--- config.mk ---
export PLATFORM = sky130hd
export DESIGN_NAME = bsmac_top
export DESIGN_NICKNAME = d
export VERILOG_FILES = /design/src/rtl/bsmac_pkg.sv /design/src/rtl/bsmac_seq.sv /design/src/rtl/bsmac_pe.sv /design/src/rtl/bsmac_top.sv
export SDC_FILE = /design/constraint.sdc
export NUM_CORES = 1
export LEC_CHECK = 0
export ABC_AREA = 0
export BUFFER_PORTS_ARGS = -buffer_cell sky130_fd_sc_hd__buf_2
export CORE_UTILIZATION = 55
export CTS_BUF_LIST = sky130_fd_sc_hd__clkbuf_16
export DETAILED_ROUTE_END_ITERATION = 10
export GPL_ROUTABILITY_DRIVEN = 1
export MAX_ROUTING_LAYER = met4
export PLACE_DENSITY = 0.72
export SYNTH_ARGS = -nofsm -noshare
export SYNTH_HDL_FRONTEND = slang
export SYNTH_HIERARCHICAL = 1
export SYNTH_SLANG_ARGS = --single-unit
--- constraint.sdc ---
create_clock -name clk -period 7.4 [get_ports clk]
set_input_delay 0 -clock clk [delete_from_list [all_inputs] [get_ports clk]]
set_output_delay 0 -clock clk [all_outputs]
set_load 0.03 [all_outputs]
--- src/rtl/bsmac_pkg.sv ---
package bsmac_pkg;

  typedef struct packed {
    logic d;  // weight 4
    logic c;  // weight 2
    logic s;  // weight 1
  } cnt53_t;

  // Five-input counter: binary count of ones, three bits.
  function automatic cnt53_t cnt53(input logic [4:0] x);
    logic [2:0] n;
    cnt53_t     o;
    n = 3'd0;
    for (int i = 0; i < 5; i++) n = n + {2'b00, x[i]};
    o.s = n[0];
    o.c = n[1];
    o.d = n[2];
    return o;
  endfunction

endpackage

--- src/rtl/bsmac_seq.sv ---
module bsmac_seq #(
  parameter int N  = 8,
  parameter int SW = $clog2(2*N+1)
) (
  input  logic          clk,
  input  logic          rst_n,
  input  logic          start,
  output logic [SW-1:0] step,
  output logic          comp_en,
  output logic          feed_en,
  output logic          last_out,
  output logic          r_valid
);
  localparam logic [SW-1:0] STEP_END  = SW'(2*N);
  localparam logic [SW-1:0] STEP_FEED = SW'(N);

  logic busy;

  always_ff @(posedge clk or negedge rst_n) begin
    if (!rst_n) begin
      busy <= 1'b0;
      step <= '0;
    end else if (start) begin
      busy <= 1'b1;
      step <= '0;
    end else if (busy) begin
      if (step == STEP_END) busy <= 1'b0;
      else                  step <= step + 1'b1;
    end
  end

  assign comp_en  = busy && (step < STEP_END);
  assign feed_en  = comp_en && (step < STEP_FEED);
  assign r_valid  = busy && (step != '0);
  assign last_out = busy && (step == STEP_END);

  AST_WINDOW_OPENS: assert property (@(posedge clk) disable iff (!rst_n)
    $rose(r_valid) |-> $past(start, 2));

  AST_FEED_INSIDE: assert property (@(posedge clk) disable iff (!rst_n)
    feed_en |-> r_valid || $past(start));

endmodule

--- src/rtl/bsmac_pe.sv ---
module bsmac_pe
  import bsmac_pkg::*;
#(
  parameter int N   = 8,
  parameter int IDX = 0,
  parameter int SW  = $clog2(2*N+1)
) (
  input  logic          clk,
  input  logic          rst_n,
  input  logic          clr,
  input  logic          comp_en,
  input  logic [SW-1:0] step,
  input  logic          a_bc,
  input  logic          b_bc,
  input  logic          sum_in,
  input  logic          d_in,
  output logic          sum_q,
  output logic          c_q,
  output logic          d_q
);
  localparam logic [SW-1:0] MY_STEP = SW'(IDX);

  logic   a_h, b_h;
  logic   capture;
  logic   prod_x, prod_y;
  logic [4:0] cin;
  cnt53_t cout;

  assign capture = comp_en && (step == MY_STEP);
  // At the capture step only the diagonal product counts.
  assign prod_x  = capture ? (a_bc & b_bc) : (a_h & b_bc);
  assign prod_y  = capture ? 1'b0          : (a_bc & b_h);
  assign cin     = {prod_x, prod_y, sum_in, c_q, d_in};
  assign cout    = cnt53(cin);

  always_ff @(posedge clk or negedge rst_n) begin
    if (!rst_n) begin
      {a_h, b_h, sum_q, c_q, d_q} <= '0;
    end else if (clr) begin
      {a_h, b_h, sum_q, c_q, d_q} <= '0;
    end else if (comp_en) begin
      sum_q <= cout.s;
      c_q   <= cout.c;
      d_q   <= cout.d;
      if (capture) begin
        a_h <= a_bc;
        b_h <= b_bc;
      end
    end
  end

  AST_CNT53_EXACT: assert property (@(posedge clk) disable iff (!rst_n)
    comp_en |-> ({29'd0, cout.d, cout.c, cout.s} == 32'($countones(cin))));

  AST_HOLD_STABLE: assert property (@(posedge clk) disable iff (!rst_n)
    (!clr && !capture) |=> ($stable(a_h) && $stable(b_h)));

endmodule

--- src/rtl/bsmac_top.sv ---
module bsmac_top #(
  parameter int N = 8
) (
  input  logic clk,
  input  logic rst_n,
  input  logic start,
  input  logic a_in,
  input  logic b_in,
  input  logic add_in,
  output logic r_out,
  output logic r_valid
);
  localparam int SW = $clog2(2*N+1);

  logic [SW-1:0] step;
  logic          comp_en, feed_en, last_out;
  logic          a_bc, b_bc, add_bc;
  logic [N-1:0]  sum_q, c_q, d_q, sum_in, d_in;
  logic          array_idle;

  bsmac_seq #(.N(N), .SW(SW)) u_seq (
    .clk(clk), .rst_n(rst_n), .start(start),
    .step(step), .comp_en(comp_en), .feed_en(feed_en),
    .last_out(last_out), .r_valid(r_valid)
  );

  // Broadcast inputs are forced to zero outside the feed steps.
  assign a_bc   = feed_en & a_in;
  assign b_bc   = feed_en & b_in;
  assign add_bc = feed_en & add_in;

  for (genvar p = 0; p < N; p++) begin : g_pe
    if (p == N-1) begin : g_top_sum
      assign sum_in[p] = 1'b0;
    end else begin : g_mid_sum
      assign sum_in[p] = sum_q[p+1];
    end
    if (p == 0) begin : g_add
      assign d_in[p] = add_bc;
    end else begin : g_chain_d
      assign d_in[p] = d_q[p-1];
    end

    bsmac_pe #(.N(N), .IDX(p), .SW(SW)) u_pe (
      .clk(clk), .rst_n(rst_n), .clr(start), .comp_en(comp_en),
      .step(step), .a_bc(a_bc), .b_bc(b_bc),
      .sum_in(sum_in[p]), .d_in(d_in[p]),
      .sum_q(sum_q[p]), .c_q(c_q[p]), .d_q(d_q[p])
    );
  end

  assign r_out      = r_valid & sum_q[0];
  assign array_idle = ~(|c_q) & ~(|d_q) & ~(|sum_q[N-1:1]);

  AST_ARRAY_DRAINED: assert property (@(posedge clk) disable iff (!rst_n)
    last_out |-> array_idle);

  AST_QUIET_OUTPUT: assert property (@(posedge clk) disable iff (!rst_n)
    !r_valid |-> !r_out);

endmodule

==> out/results.txt <==
Via count - 1929
YS warnings - 6
Fin. Hold Viols - 0
Syn Nets - 325
Dpl cell area - 3280 sq um
Die area - 6050 sq um
Antenna diodes - 0
Mapped Cells - 293
Final min period - 4360 ps
IO Port Bufs - 7
Number of global-route vias before repair - 1893
CP dominant cell by count - fa_1
Clk Latency, worst-skew pair - 280 ps
DP Cell Count - 370
Max clock buf depth - 2
Setup_tns - 0 ps
Die Ht - 77.8 um
Core box area - 5510 sq um
Critical Path End Type - register
Final Max Slew Viols - 0
GPL Wtd Cong - 0.770
Worst Setup Slack, final - 3040 ps
Initial core utilization - 0.574
Largest net degree at the start of global routing - 65
Total CTS buffers - 5
Cts hold-fix bufs - 1
Final nets - 338
Post-route clock period utilization - 0.589
Pwr/cell area - 173 nW/um^2
Critical Path AT - 4480 ps
Root Buffer - clkbuf_16
Max Cap Violations - 0
Logic pwr share - 0.143
Sequential power share - 0.448
Outcome - completed
Switching share of total power - 0.244
Clock-pin transition on the worst setup and hold timing paths - 60 ps
Initial antenna violation count - 0
Antenna Nets Post-Route - 0
Routed len/inst - 13.1 um
Pre-antenna DRT Iters - 4
Internal power - 0.451 mW
I/O pin cnt - 8
Mapped Area - 3160 sq um
Final instance area - 3450 sq um
DR vias/cell - 5.09
Post-route DRC - 0
Clk sink count - 45
Critical Path RT - 7520 ps
Row cnt - 27
Worst Clk Skew - 6.26 ps
Switching power - 0.146 mW
Least-Margin Pin Slew - 1080 ps
Crit start category - register
RSZ-0062 raised after global routing - no
Dpl ws - 3030 ps
Worst Path Max Fanout - 32
Post-DP HPWL - 3160 um
Hold crit path type - input pin to register
Avg Cell Area, Syn - 10.8 sq um
Global route overflow - 0
Slew margin rel. - 0.281
Static Leak - 1.79 nW
GR Util All Layers - 0.198
Area Overhead vs Synth - 9.39%
Post-CTS resize count - 0
Fmax - 229 MHz
Die X - 77.8 um
Setup repair bufs after CTS - 0
Maximum vdd drop - 0.139 mV
First-pass GRT wire length - 9020 um
Crit path max-delay cell type - nor2b_4
# setup viols final - 0
Hold_ws - 352 ps
CTS tree - built
H-tree Lvls - 2
Total routed wirelength - 4950 um
Cell Chain, Critical Path - nor2b_4, nor2b_1, and2_1, nand2_1, mux2_4, fa_1, fa_1, inv_1, ha_1, mux2i_1, nor2_1
Clock network power share - 0.409
Worst path max stage delay - 890 ps
Share of layout cells above drive strength 1 - 0.137
Starting DRT DRC Count - 135
Layout Cells excl Fill - 379
Critical setup path kind - register to register
==> power by group through the flow <==
stage / combinational, mW / clock [mW] / sequential, mW
floorplan: 0.0647 / 0 / 0.270
global placement: 0.0848 / 0 / 0.272
detailed placement: 0.0868 / 0 / 0.272
CTS: 0.0878 / 0.253 / 0.268
global route: 0.0981 / 0.261 / 0.269
finish: 0.0855 / 0.244 / 0.268
==> cell usage in the layout, fill, tap and decap left out, drive strengths merged, types with 2 or more instances in the layout <==
| cell type | count |
|---|---|
| nand2b | 34 |
| nor3 | 2 |
| or4b | 3 |
| inv | 53 |
| and2 | 4 |
| ha | 10 |
| nand4 | 2 |
| nand2 | 16 |
| nor3b | 6 |
| mux2 | 9 |
| fa | 16 |
| nand4bb | 3 |
| nor2 | 28 |
| buf | 7 |
| a21boi | 2 |
| dfrtp | 45 |
| nor2b | 2 |
| nand3b | 8 |
| mux2i | 40 |
| clkbuf | 5 |
==> layer usage <==
layer	up-vias	track usage	share of wire
met5	-	-	0
met4	0	0.0623	0.013
met3	7	0.0388	0.017
met2	9	0.294	0.47
met1	955	0.274	0.50
li1	958	-	-
==> worst max-delay path: cells and delay by family, from the launching register on <==
family	cells	cell delay, ps
DFF	1	530
buffers and inverters	1	70
muxes	2	430
and+or+nand+nor	5	2090
adders and majority gates	3	1070
==> layout make-up <==
class	count	area (sq um)
clock buffers	5	125
clock inverters	3	37.5
fillers	480	2050
inverters	52	195
multi-input cells	194	1840
flip-flops and latches	45	1130
well taps	72	90.1
repair buffers	8	45.0
==> flip-flops by register name, summed over array words and instances (netlist names) <==
name	cells
g_pe.u_pe/a_h	8
g_pe.u_pe/b_h	8
g_pe.u_pe/c_q	8
g_pe.u_pe/d_q	7
g_pe.u_pe/sum_q	8
u_seq/busy	1
u_seq/step	5
==> worst paths after layout <==
path	start	end	slack, ps	cells past startpoint
max	u_seq/step[4]$_DFFE_PN0P_	g_pe[4].u_pe/c_q$_DFFE_PN0P_	3040	11
min	start	g_pe[5].u_pe/sum_q$_DFFE_PN0P_	350	2
max reg2reg	u_seq/step[4]$_DFFE_PN0P_	g_pe[4].u_pe/c_q$_DFFE_PN0P_	3040	11
min reg2reg	g_pe[1].u_pe/c_q$_DFFE_PN0P_	g_pe[1].u_pe/c_q$_DFFE_PN0P_	520	2
max in group asynchronous	rst_n	g_pe[0].u_pe/sum_q$_DFFE_PN0P_	6330	2
min in group asynchronous	rst_n	g_pe[0].u_pe/b_h$_DFFE_PN0P_	430	2
==> per-stage QoR <==
step / utilization / power [mW]
2_1_floorplan: - / 0.335
3_3_place_gp: 0.596 / 0.357
3_5_place_dp: 0.596 / 0.359
4_1_cts: 0.627 / 0.608
5_1_grt: 0.627 / 0.628
6_report: 0.627 / 0.597
No activity file was read; power rests on OpenSTA's default activity.
